$ cat src/rtl/sar_seq_pkg.sv
package sar_seq_pkg;
  typedef enum logic [1:0] {
    PH_IDLE   = 2'd0,
    PH_SAMPLE = 2'd1,
    PH_TRIAL  = 2'd2
  } phase_t;
endpackage

$ cat src/rtl/sar_phase_fsm.sv
module sar_phase_fsm
  import sar_seq_pkg::*;
#(
  parameter int WIDTH  = 12,
  parameter int SAMP_W = 8,
  localparam int IDX_W = $clog2(WIDTH)
) (
  input  logic              clk,
  input  logic              rst,
  input  logic              start,
  input  logic [1:0]        res_sel,
  input  logic [SAMP_W-1:0] samp_cycles,
  output phase_t            phase,
  output logic [IDX_W-1:0]  bit_idx,
  output logic              load_msb,
  output logic              last_bit
);
  logic [SAMP_W-1:0] samp_left;
  logic [IDX_W-1:0]  stop_idx;

  assign load_msb = (phase == PH_SAMPLE) && (samp_left == SAMP_W'(1));
  assign last_bit = (phase == PH_TRIAL) && (bit_idx == stop_idx);

  always_ff @(posedge clk) begin
    if (rst) begin
      phase     <= PH_IDLE;
      samp_left <= '0;
      bit_idx   <= '0;
      stop_idx  <= '0;
    end else begin
      case (phase)
        PH_IDLE: if (start) begin
          phase     <= PH_SAMPLE;
          samp_left <= (samp_cycles == '0) ? SAMP_W'(1) : samp_cycles;
          stop_idx  <= IDX_W'({res_sel, 1'b0});
        end
        PH_SAMPLE: begin
          if (load_msb) begin
            phase   <= PH_TRIAL;
            bit_idx <= IDX_W'(WIDTH - 1);
          end else begin
            samp_left <= samp_left - 1'b1;
          end
        end
        PH_TRIAL: begin
          if (last_bit) phase <= PH_IDLE;
          else          bit_idx <= bit_idx - 1'b1;
        end
        default: phase <= PH_IDLE;
      endcase
    end
  end
endmodule

$ cat src/rtl/sar_trial_reg.sv
module sar_trial_reg #(
  parameter int WIDTH = 12,
  localparam int IDX_W = $clog2(WIDTH)
) (
  input  logic             clk,
  input  logic             rst,
  input  logic             load_msb,
  input  logic             step,
  input  logic             last_bit,
  input  logic [IDX_W-1:0] bit_idx,
  input  logic             cmp_out,
  output logic [WIDTH-1:0] cap_sw,
  output logic [WIDTH-1:0] result,
  output logic             done
);
  logic [WIDTH-1:0] decided;

  always_comb begin
    decided          = cap_sw;
    decided[bit_idx] = cmp_out;
  end

  always_ff @(posedge clk) begin
    if (rst) begin
      cap_sw <= '0;
      result <= '0;
      done   <= 1'b0;
    end else begin
      done <= step && last_bit;
      if (load_msb) begin
        cap_sw <= {1'b1, {(WIDTH-1){1'b0}}};
      end else if (step) begin
        if (last_bit) begin
          result <= decided;
          cap_sw <= '0;
        end else begin
          cap_sw <= decided | (WIDTH'(1) << (bit_idx - 1'b1));
        end
      end
    end
  end
endmodule

$ cat src/rtl/sar_seq_ctrl.sv
module sar_seq_ctrl
  import sar_seq_pkg::*;
#(
  parameter int WIDTH  = 12,
  parameter int SAMP_W = 8
) (
  input  logic              clk,
  input  logic              rst,
  input  logic              start,
  input  logic [1:0]        res_sel,
  input  logic [SAMP_W-1:0] samp_cycles,
  input  logic              cmp_out,
  output logic              sample_phase,
  output logic              cmp_strobe,
  output logic [WIDTH-1:0]  cap_sw,
  output logic              busy,
  output logic              done,
  output logic [WIDTH-1:0]  result
);
  localparam int IDX_W = $clog2(WIDTH);

  phase_t           phase;
  logic [IDX_W-1:0] bit_idx;
  logic             load_msb;
  logic             last_bit;

  sar_phase_fsm #(.WIDTH(WIDTH), .SAMP_W(SAMP_W)) u_fsm (
    .clk(clk), .rst(rst), .start(start), .res_sel(res_sel),
    .samp_cycles(samp_cycles), .phase(phase), .bit_idx(bit_idx),
    .load_msb(load_msb), .last_bit(last_bit)
  );

  sar_trial_reg #(.WIDTH(WIDTH)) u_trial (
    .clk(clk), .rst(rst), .load_msb(load_msb),
    .step(phase == PH_TRIAL), .last_bit(last_bit), .bit_idx(bit_idx),
    .cmp_out(cmp_out), .cap_sw(cap_sw), .result(result), .done(done)
  );

  assign busy         = (phase != PH_IDLE);
  assign sample_phase = (phase == PH_SAMPLE);
  assign cmp_strobe   = (phase == PH_TRIAL);
endmodule

$ cat config.mk
export PLATFORM = sky130hd
export DESIGN_NAME = sar_seq_ctrl
export DESIGN_NICKNAME = d
export VERILOG_FILES = /design/src/rtl/sar_seq_pkg.sv /design/src/rtl/sar_phase_fsm.sv /design/src/rtl/sar_trial_reg.sv /design/src/rtl/sar_seq_ctrl.sv
export SDC_FILE = /design/constraint.sdc
export NUM_CORES = 1
export LEC_CHECK = 0
export BUFFER_PORTS_ARGS = -buffer_cell sky130_fd_sc_hd__buf_2
export CAP_MARGIN = 20
export CORE_ASPECT_RATIO = 0.5
export CORE_MARGIN = 3
export CORE_UTILIZATION = 30
export CTS_CLUSTER_SIZE = 25
export DETAILED_ROUTE_END_ITERATION = 8
export GPL_TIMING_DRIVEN = 0
export PLACE_DENSITY = 0.48
export SYNTH_ARGS = -nofsm -noshare
export SYNTH_HDL_FRONTEND = slang
export SYNTH_SLANG_ARGS = --single-unit
$ cat constraint.sdc
create_clock -name clk -period 2.9 [get_ports clk]
set_input_delay 0.87 -clock clk [delete_from_list [all_inputs] [get_ports clk]]
set_output_delay 0.87 -clock clk [all_outputs]
set_load 0.05 [all_outputs]
* Word-level counts from Yosys, hierarchy flattened *
Index checks and enable logic that the tools add are counted.

storage, ports and cells
  flip-flop bits (word level) = 41
  bits in latches = 0
  RAM bits = 0
  bits in read-only memories = 0
  bits of input ports = 14
  word-level logic and storage cells = 57
  memories kept = 0

operators by class
  $add $sub $neg = 2
  multiply operators = 0
  div/mod/pow operators = 0
  order comparisons = 2
  equality and inequality tests = 9
  shifts and indexed selects = 1
  mux-type cells = 17
  bitwise operators = 2
  reductions and logical operators = 16

operators with widths
  kind                  count
  $mux 12               3
  $mux 8                3
  $pmux 8 s2            1
  $bwmux 12             1
  $or 12x12->12         1
  $reduce_and 3->1      4
  $shl 1x4->12 const A  1
  $eq 8x1->1 const B    1
  $logic_not 8->1       1
  $mux 4                2
  $ne 2x2->1 const B    4
  $pmux 4 s2            1
  $reduce_bool 2->1     4
  $sub 8x1->8 const B   1
  $mux 2                3
  $pmux 2 s3            1
  $lt 4x5->1 const B    1
  $demux 1 s4           1
  $eq 4x3->1            1
  $ge 4x1->1 const B    1
  $logic_and 1x1->1     4
  $sub 4x1->4 const B   1
  $eq 2x1->1 const B    1
  $eq 2x2->1 const B    1
  other kinds (6)       6

* Depth between registers and ports, before layout *
Gate-level depths: netlist of run 1.

  depth in word-level cells = 9
  gate-level depth with buffers = 9

* Modules after synthesis *
Synthesis of run 1 repeated with hierarchy kept, for this count alone.

second synthesis, totals
  cells, all modules = 276
  area, all modules = 2309.7 µm²

by module, submodules not included
  module         times used  cells an instance  area an instance (µm²)  seq. area each (µm²)
  sar_trial_reg  1           163                1376.3                  500.5
  sar_phase_fsm  1           110                914.6                   320.3
  sar_seq_ctrl   1           3                  18.8                    0.0

* Least setup slack after synthesis of run 1 *
OpenSTA, ideal clock, no wires.

  path kind = reg2reg
  start point = register u_fsm.phase[1]
  end point = register u_fsm.samp_left[7]
  library setup time = 70 ps
  data arrival time = 2024 ps
  required time = 2830 ps
  path slack = 805 ps
  stages on the path, launching flop included = 8
  path through = dfxtp_1 inv_1 ha_1 buf_2 inv_1 a31o_4 or4_1 a21oi_1

between the ends
  word-level cells in the longest chain between the ends = 4
  elaborated cells on any way between the ends = 8
  classes of those cells = eq/ne: 3; mux: 1; reduce/logical: 4

RTL lines
  element                            line                 source
  start: declaration                 sar_phase_fsm.sv:13  output phase_t phase,
  start signal: assignment           sar_phase_fsm.sv:26  phase <= PH_IDLE;
  start signal: assignment           sar_phase_fsm.sv:33  phase <= PH_SAMPLE;
  start signal: assignment           sar_phase_fsm.sv:39  phase <= PH_TRIAL;
  $eq 2x1->1 *                       n/a
  named net sample_phase             sar_seq_ctrl.sv:13   output logic sample_phase,
  $logic_and 1x1->1                  sar_phase_fsm.sv:21  assign load_msb = (phase == PH_SAMPLE) && (samp_left == SAMP_W'(1));
  $ne 2x2->1 (no source line)        n/a
  $reduce_and 3->1 (no source line)  n/a
  end signal: assignment             sar_phase_fsm.sv:34  samp_left <= (samp_cycles == '0) ? SAMP_W'(1) : samp_cycles;
  end signal: assignment             sar_phase_fsm.sv:42  samp_left <= samp_left - 1'b1;
  end: declaration                   sar_phase_fsm.sv:18  logic [SAMP_W-1:0] samp_left;

Mark *: on every way through the listed nets, which the timed path passes. The rest lies on a longest branch.
A chain may end at the register's enable or synchronous reset.

* Worst setup path after layout of run 1 *
  start point = register u_fsm.phase[0]
  end point = output port busy

between the ends
  word-level cells in the longest chain between the ends = 1

RTL lines
  element            line                source
  $reduce_bool 2->1  sar_seq_ctrl.sv:39  assign busy = (phase != PH_IDLE);
  end: declaration   sar_seq_ctrl.sv:16  output logic busy,

No other way between the ends.

==> flow_summary_export.csv, run 1 <==
group,metric,value,unit
logic_synthesis,yosys.area.top_type,"dfxtp_1",
setup_path,crit_chain,"inv_1 > ha_1 > clkbuf_1 > inv_1 > buf_2",
logic_synthesis,synth-simple-area-share,22.1,%
sta,min_period_over_period,88.2,%
final_layout,syn_to_final_growth,22.0,%
die,core_area,7540,um2
placed_design,hpwl,5.01,mm
final_layout,fillers,788,
drt,dr_total_vias,2208,
setup_path,critPathSlowestCell,"dfxtp_1",
drt,viasPerCell,5.00,
flow_run,cap_violations,0,
die,die_h,69.3,um
global_routing,grt_max_degree,14,
sta,period_minus_slack,2.56,ns
logic_synthesis,synthMuxAreaShare,5.82,%
global_routing,gr-usage-all-layers,14.2,%
die,die_area,9200,um2
setup_path,path_delay_family,"buffers and inverters",
pwr,power,2.39,mW
drt,drt-wirelength-per-cell,14.7,um
final_layout,antenna_cells,0,
logic_synthesis,synthFlopType,"dfxtp_1",
logic_synthesis,seq_area_frac_synth,34.1,%
logic_synthesis,synthesis.area,2410,um2
final_layout,nNetsFinal,360,
logic_synthesis,synth_top_family_by_area,"compound AO/OA/AOI/OAI gates",
sta,timing.final.ws_setup,0.343,ns
setup_path,arrival,1.69,ns
placed_design,placed_area,2750,um2
cts,clk_pin_slew,0.06,ns
sta,slew_headroom,54.3,%
logic_synthesis,synth-xor-area-share,1.04,%
cts,clockBufferDepth,2,
pwr,power_density,813,nW/um2
die,io_pins,42,
sta,finalMaxSlewViolations,0,
drt,drtPass1Iterations,4,
logic_synthesis,synth_nets,312,
global_routing,antenna_found_initial,0,
final_layout,drive_above_1_share,23.1,%
placed_design,gp_congestion,0.922,
hold_path,hp-class,"flop to flop",
setup_path,max_stage_delay,0.36,ns
setup_path,worst-path-buf-inv,4,
cts,h-tree-depth,2,
logic_synthesis,synth-edff-count,0,
sta,max_slew.worst_pin.slew,0.685,ns
placed_design,place_ws,0.640,ns
setup_path,criticalPathCategory,"flop to output pin",
logic_synthesis,synth_cell_type_count,49,
logic_synthesis,syn_avg_cell_area,8.45,um2
drt,drt_iter0_markers,160,
logic_synthesis,synth_top_area_share,34.1,%
cts,cts_setup_buffers,0,
setup_path,cp-end-kind,"output pin",
global_routing,grt_pass1_vias,2112,
drt,route.detailed.drc,0,
global_routing,grt_pass1_wl,10.7,mm
logic_synthesis,synth.area.top_cells,"dfxtp_1, ha_1, a211oi_2",
drt,ant_nets,0,
cts,numCtsBuffers,5,
sta,rsz0062_at_grt,"false",
logic_synthesis,async_reset_ff_share,0,%
outcome,outcome,"completed",
cts,clk_latency,0.29,ns
cts,cts_hold_buf,0,
final_layout,stdcell_area,2940,um2
placed_design,io_buffers,41,
cts,cts_tree,"built",
setup_path,crit_top_cell,"inv_1",
pwr,vdd_drop_max,0.249,mV
sta,fin_skew,0.00510,ns
cts,cts_root_buf,"clkbuf_16",
logic_synthesis,synthAdderAreaFrac,6.76,%
setup_path,critPathMaxFanout,9,
logic_synthesis,synth_compound_area_share,25.1,%
die,initial_core_util,31.9,%
die,row_count,22,
logic_synthesis,yosysWarningCount,0,
pwr,p_leak,1.23,nW
die,die_w,133,um
setup_path,cp.required,2.03,ns
logic_synthesis,syn_inst,285,
global_routing,grt_overflow_total,0,
sta,clock.fmax,391,MHz
sta,hold_viol,0,
setup_path,cp-start-kind,"flop",
logic_synthesis,synth-seq-cells,41,
drt,finalWirelength,6.49,mm
sta,finalSetupViolCount,0,
cts,cts_resized,0,
sta,final.setup.tns,0,ns
cts,cts_sinks,41,
[power breakdown]
group,internal [mW],leakage (nW),switching [mW]
clock network,0.492,0.0938,0.236
registers,0.632,0.333,0.0817
logic,0.322,0.803,0.626
total,1.45,1.23,0.944
[worst reg2reg max path: stages (launching register included)]
cell and delay [ns]:
dfxtp_1 0.57, inv_1 0.19, ha_1 0.23, buf_2 0.17, nor2_1 0.13, a21oi_1 0.10, o21ai_0 0.40, a21boi_0 0.17
o21ai_1 0.13
[layer usage]
metal | up-vias | GRT usage, % | share of wire [%]
li1 | 1113 | - | -
met1 | 1020 | 20.1 | 51
met2 | 64 | 21.4 | 42
met3 | 11 | 3.26 | 5.1
met4 | 0 | 4.72 | 1.7
met5 | - | 0 | 0
[cells in the mapped netlist, types with 2 or more instances]
master / number
buf_6: 2
a211oi_1: 2
a21oi_1: 17
nand3b_1: 2
nand2b_1: 2
and3_1: 2
nor2b_1: 5
ha_1: 13
or4_1: 3
o22ai_1: 3
mux2i_1: 14
a31o_2: 2
o21ai_0: 9
a31oi_1: 4
o21ai_1: 11
nand3_1: 9
nand2_1: 40
inv_1: 10
a21boi_0: 13
dfxtp_1: 41
nor2_1: 25
and2_1: 2
nor4_1: 2
a211oi_2: 12
clkbuf_1: 9
buf_2: 5
nor3_1: 2
nand4_1: 2
a311oi_1: 2
[cell families after synthesis]
logic type | count (synthesis)
DFF | 41
and+or+nand+nor | 106
adders and majority gates | 13
AOI/OAI and AO/OA | 82
xor gates and xnor gates | 2
muxes | 14
buffers and inverters | 27
[per-stage QoR]
stage	hold WS (ns)	cells	util, %
floorplan	0.448	285	-
global placement	0.456	434	36.4
detailed placement	0.460	434	36.4
CTS	0.469	442	39.0
global route	0.490	442	39.0
finish	0.469	442	39.0
[worst paths after layout]
kind | startpoint | end | slack [ns] | depth (start not counted)
max | u_fsm.phase[0]$_SDFFE_PP0P_ | busy | 0.34 | 5
min | u_trial.cap_sw[6]$_SDFFE_PP0N_ | u_trial.cap_sw[6]$_SDFFE_PP0N_ | 0.47 | 2
max reg2reg | u_fsm.bit_idx[0]$_SDFFE_PP0P_ | u_trial.cap_sw[0]$_SDFFE_PP0N_ | 0.74 | 8
min reg2reg | u_trial.cap_sw[6]$_SDFFE_PP0N_ | u_trial.cap_sw[6]$_SDFFE_PP0N_ | 0.47 | 2
[sequential cells by signal, indices dropped and copies added, names as in the netlist]
signal	count
u_fsm.bit_idx	4
u_fsm.phase	2
u_fsm.samp_left	8
u_fsm.stop_idx	2
u_trial.cap_sw	12
u_trial.done	1
u_trial.result	12
[layout make-up]
class	count	area, um2	area share, %
clock buffer	5	125	4.26
sequential	41	821	27.9
tap	108	135	4.60
clock inverter	3	65.1	2.21
multi-input combinational	217	1460	49.8
inverter	10	37.5	1.28
buffer	17	85.1	2.90
timing repair buffer	41	205	6.98
[placed cells by master, fill, tap and decap left out, types with 2 or more instances in the layout]
master | synthesis | routed
o21ai_1 | 11 | 11
buf_2 | 5 | 46
a31oi_1 | 4 | 4
a21boi_0 | 13 | 13
buf_6 | 2 | 2
a21oi_1 | 17 | 17
nand4_1 | 2 | 2
clkbuf_16 | 0 | 5
nand2_1 | 40 | 40
ha_1 | 13 | 13
o21ai_0 | 9 | 9
nor4_1 | 2 | 2
nor2_1 | 25 | 25
nand2b_1 | 2 | 2
or4_1 | 3 | 3
a211oi_1 | 2 | 2
and3_1 | 2 | 2
nand3b_1 | 2 | 2
clkbuf_1 | 9 | 9
and2_1 | 2 | 2
bufinv_16 | 0 | 2
a311oi_1 | 2 | 2
inv_1 | 10 | 10
a211oi_2 | 12 | 12
nand3_1 | 9 | 9
dfxtp_1 | 41 | 41
mux2i_1 | 14 | 14
nor2b_1 | 5 | 5
o22ai_1 | 3 | 3
nor3_1 | 2 | 2
a31o_2 | 2 | 2
(Power assumes the default switching activity.)
==> inputs of run 2 (changes only) <==
- BUFFER_PORTS_ARGS: -buffer_cell sky130_fd_sc_hd__buf_2 -> not set
- DONT_BUFFER_PORTS: not set -> 1
- PLACE_DENSITY: 0.48 -> 0.44
==> run 2 against run 1 <==
  * Total power down 3.9%
  * Sequential share of layout area up 2.3 points
  * Sequential cell count unchanged
  * Final cell count down 9.3%
  * Core utilization down 2.9 points
==> flow_summary_export.csv, run 2 (synthesized netlist as in run 1, its figures left out) <==
group,metric,value,unit
placed_design,hpwl,4.95,mm
hold_path,hold_depth,2,
setup_path,cp-start-kind,"flop",
cts,numCtsBuffers,5,
final_layout,nNetsFinal,319,
setup_path,path_delay_family,"buffers and inverters",
pwr,sw_frac_of_total,40.9,%
setup_path,max_stage_delay,0.49,ns
setup_path,rr_startpoint,"u_fsm.phase[1]$_SDFFE_PP0P_",
sta,period_minus_slack,2.50,ns
setup_path,cp-end-kind,"output pin",
final_layout,mostFrequentLayoutCell,"dfxtp_1",
cts,cts_sinks,41,
cts,cts_resized,0,
sta,fin_skew,0.00772,ns
pwr,p_leak,1.01,nW
setup_path,crit_top_cell,"inv_1",
die,die_area,9200,um2
setup_path,worst-path-buf-inv,3,
setup_path,arrival,1.63,ns
sta,clock.fmax,400,MHz
setup_path,crit_chain,"inv_1 > ha_1 > clkbuf_1 > inv_1",
drt,drt-wirelength-per-cell,16.2,um
hold_path,hold_start,"u_fsm.stop_idx[2]$_SDFFE_PP0P_",
sta,min_period_over_period,86.1,%
cts,h-tree-depth,2,
flow_run,cap_violations,0,
pwr,switching_power,0.938,mW
sta,finalMaxSlewViolations,0,
die,die_h,69.3,um
drt,route.detailed.drc,0,
pwr,power,2.30,mW
die,io_pins,42,
sta,final.setup.tns,0,ns
outcome,outcome,"completed",
cts,clk_pin_slew,0.06,ns
sta,finalSetupViolCount,0,
drt,finalWirelength,6.51,mm
sta,hold_viol,0,
drt,drtPass1Iterations,4,
hold_path,hold-path-endpoint,"u_fsm.stop_idx[2]$_SDFFE_PP0P_",
global_routing,grt_overflow_total,0,
final_layout,fin_cells,401,
global_routing,grt_pass1_wl,10.8,mm
final_layout,syn_to_final_growth,12.9,%
die,row_count,22,
global_routing,grt_pass1_vias,1996,
pwr,p_comb_share,36.7,%
hold_path,hp-class,"flop to flop",
die,die_w,133,um
setup_path,reg2reg_slack,0.41,ns
setup_path,cp.required,2.03,ns
pwr,p_clk_share,29.0,%
global_routing,grt_max_degree,14,
placed_design,io_buffers,0,
setup_path,rr_endpoint,"u_fsm.samp_left[0]$_SDFFE_PP0P_",
setup_path,criticalPathCategory,"flop to output pin",
cts,clockBufferDepth,2,
final_layout,final_cell_mix,"dfxtp_1, nand2_1, nor2_1, a21oi_1, mux2i_1",
sta,slew_headroom,51.5,%
final_layout,drive_above_1_share,12.3,%
drt,dr_total_vias,2077,
cts,cts_tree,"built",
final_layout,fin_util,36.0,%
drt,viasPerCell,5.18,
final_layout,antenna_cells,0,
cts,clk_latency,0.29,ns
pwr,power_density,845,nW/um2
setup_path,critPathSlowestCell,"inv_1",
setup_path,critPathMaxFanout,9,
pwr,vdd_drop_max,0.292,mV
drt,ant_nets,0,
placed_design,gp_congestion,0.897,
sta,max_slew.worst_pin.slew,0.727,ns
global_routing,gr-usage-all-layers,14.6,%
cts,cts_setup_buffers,0,
final_layout,fillers,781,
die,core_area,7540,um2
cts,cts_hold_buf,0,
cts,cts_root_buf,"clkbuf_16",
setup_path,reg2reg_depth,8,
global_routing,antenna_found_initial,0,
final_layout,largestRegisters,"u_trial.cap_sw: 12 flops, u_trial.result: 12 flops, u_fsm.samp_left: 8 flops",
sta,rsz0062_at_grt,"false",
die,initial_core_util,31.9,%
pwr,p_int,1.36,mW
placed_design,post-place-cells,393,
pwr,p_seq_share,34.4,%
drt,drt_iter0_markers,91,
run 2: changes by cell type in the layout (fill, tap and decap cells not counted), sizes merged:
cell | before | now
clkinvlp | 0 | 1
buf | 49 | 8
clkbuf | 14 | 15
clkinv | 1 | 0
bufinv | 2 | 1
run 2: how the worst max path moves through the flow:
stage / from / endpoint / slack (ns) / cells past startpoint
floorplan: u_fsm.phase[1]$_SDFFE_PP0P_ / u_fsm.samp_left[7]$_SDFFE_PP0P_ / 0.81 / 7
finish: u_fsm.phase[0]$_SDFFE_PP0P_ / busy / 0.40 / 4
global route: u_fsm.phase[1]$_SDFFE_PP0P_ / u_fsm.samp_left[0]$_SDFFE_PP0P_ / 0.18 / 8
CTS: u_fsm.phase[0]$_SDFFE_PP0P_ / busy / 0.39 / 4
detailed placement: u_fsm.phase[1]$_SDFFE_PP0P_ / u_fsm.samp_left[0]$_SDFFE_PP0P_ / 0.44 / 8
global placement: u_fsm.phase[1]$_SDFFE_PP0P_ / u_fsm.samp_left[3]$_SDFFE_PP0P_ / 0.41 / 8
run 2: layout make-up:
| type | count | area (um2) | area share (%) |
|---|---|---|---|
| buffer | 17 | 85.1 | 3.13 |
| clock inverter | 2 | 37.5 | 1.38 |
| sequential | 41 | 821 | 30.2 |
| multi-input combinational | 217 | 1460 | 53.8 |
| inverter | 10 | 37.5 | 1.38 |
| tap | 108 | 135 | 4.97 |
| clock buffer | 6 | 139 | 5.11 |
run 2: metal layers:
metal / part of all wire, % / vias up / GRT usage (%)
met2: 42 / 62 / 21.7
met1: 50 / 973 / 20.6
li1: - / 1038 / -
met3: 7.5 / 4 / 4.78
met5: 0 / - / 0
met4: 0.46 / 0 / 2.76
run 2: worst register-to-register path, cell delays in order (launching register included):
cell and delay (ns):
dfxtp_1 0.33, inv_1 0.08, ha_1 0.49, buf_2 0.30, inv_1 0.16, o21ai_0 0.47
and2_1 0.31, o311ai_0 0.16, a21oi_1 0.13
run 2: through the flow:
step	setup WS, ns	cell area [um2]	hold WS [ns]
3_3_place_gp	0.406	2540	0.473
2_1_floorplan	0.805	2410	0.448
4_1_cts	0.385	2720	0.483
5_1_grt	0.185	2720	0.526
6_report	0.403	2720	0.481
3_5_place_dp	0.437	2540	0.474
run 2: power by group through the flow:
stage | clock network (mW) | registers [mW] | logic (mW)
detailed placement | 0 | 0.802 | 0.837
floorplan | 0 | 0.778 | 0.659
global route | 0.704 | 0.802 | 0.952
global placement | 0 | 0.801 | 0.829
finish | 0.665 | 0.790 | 0.842
CTS | 0.685 | 0.790 | 0.845
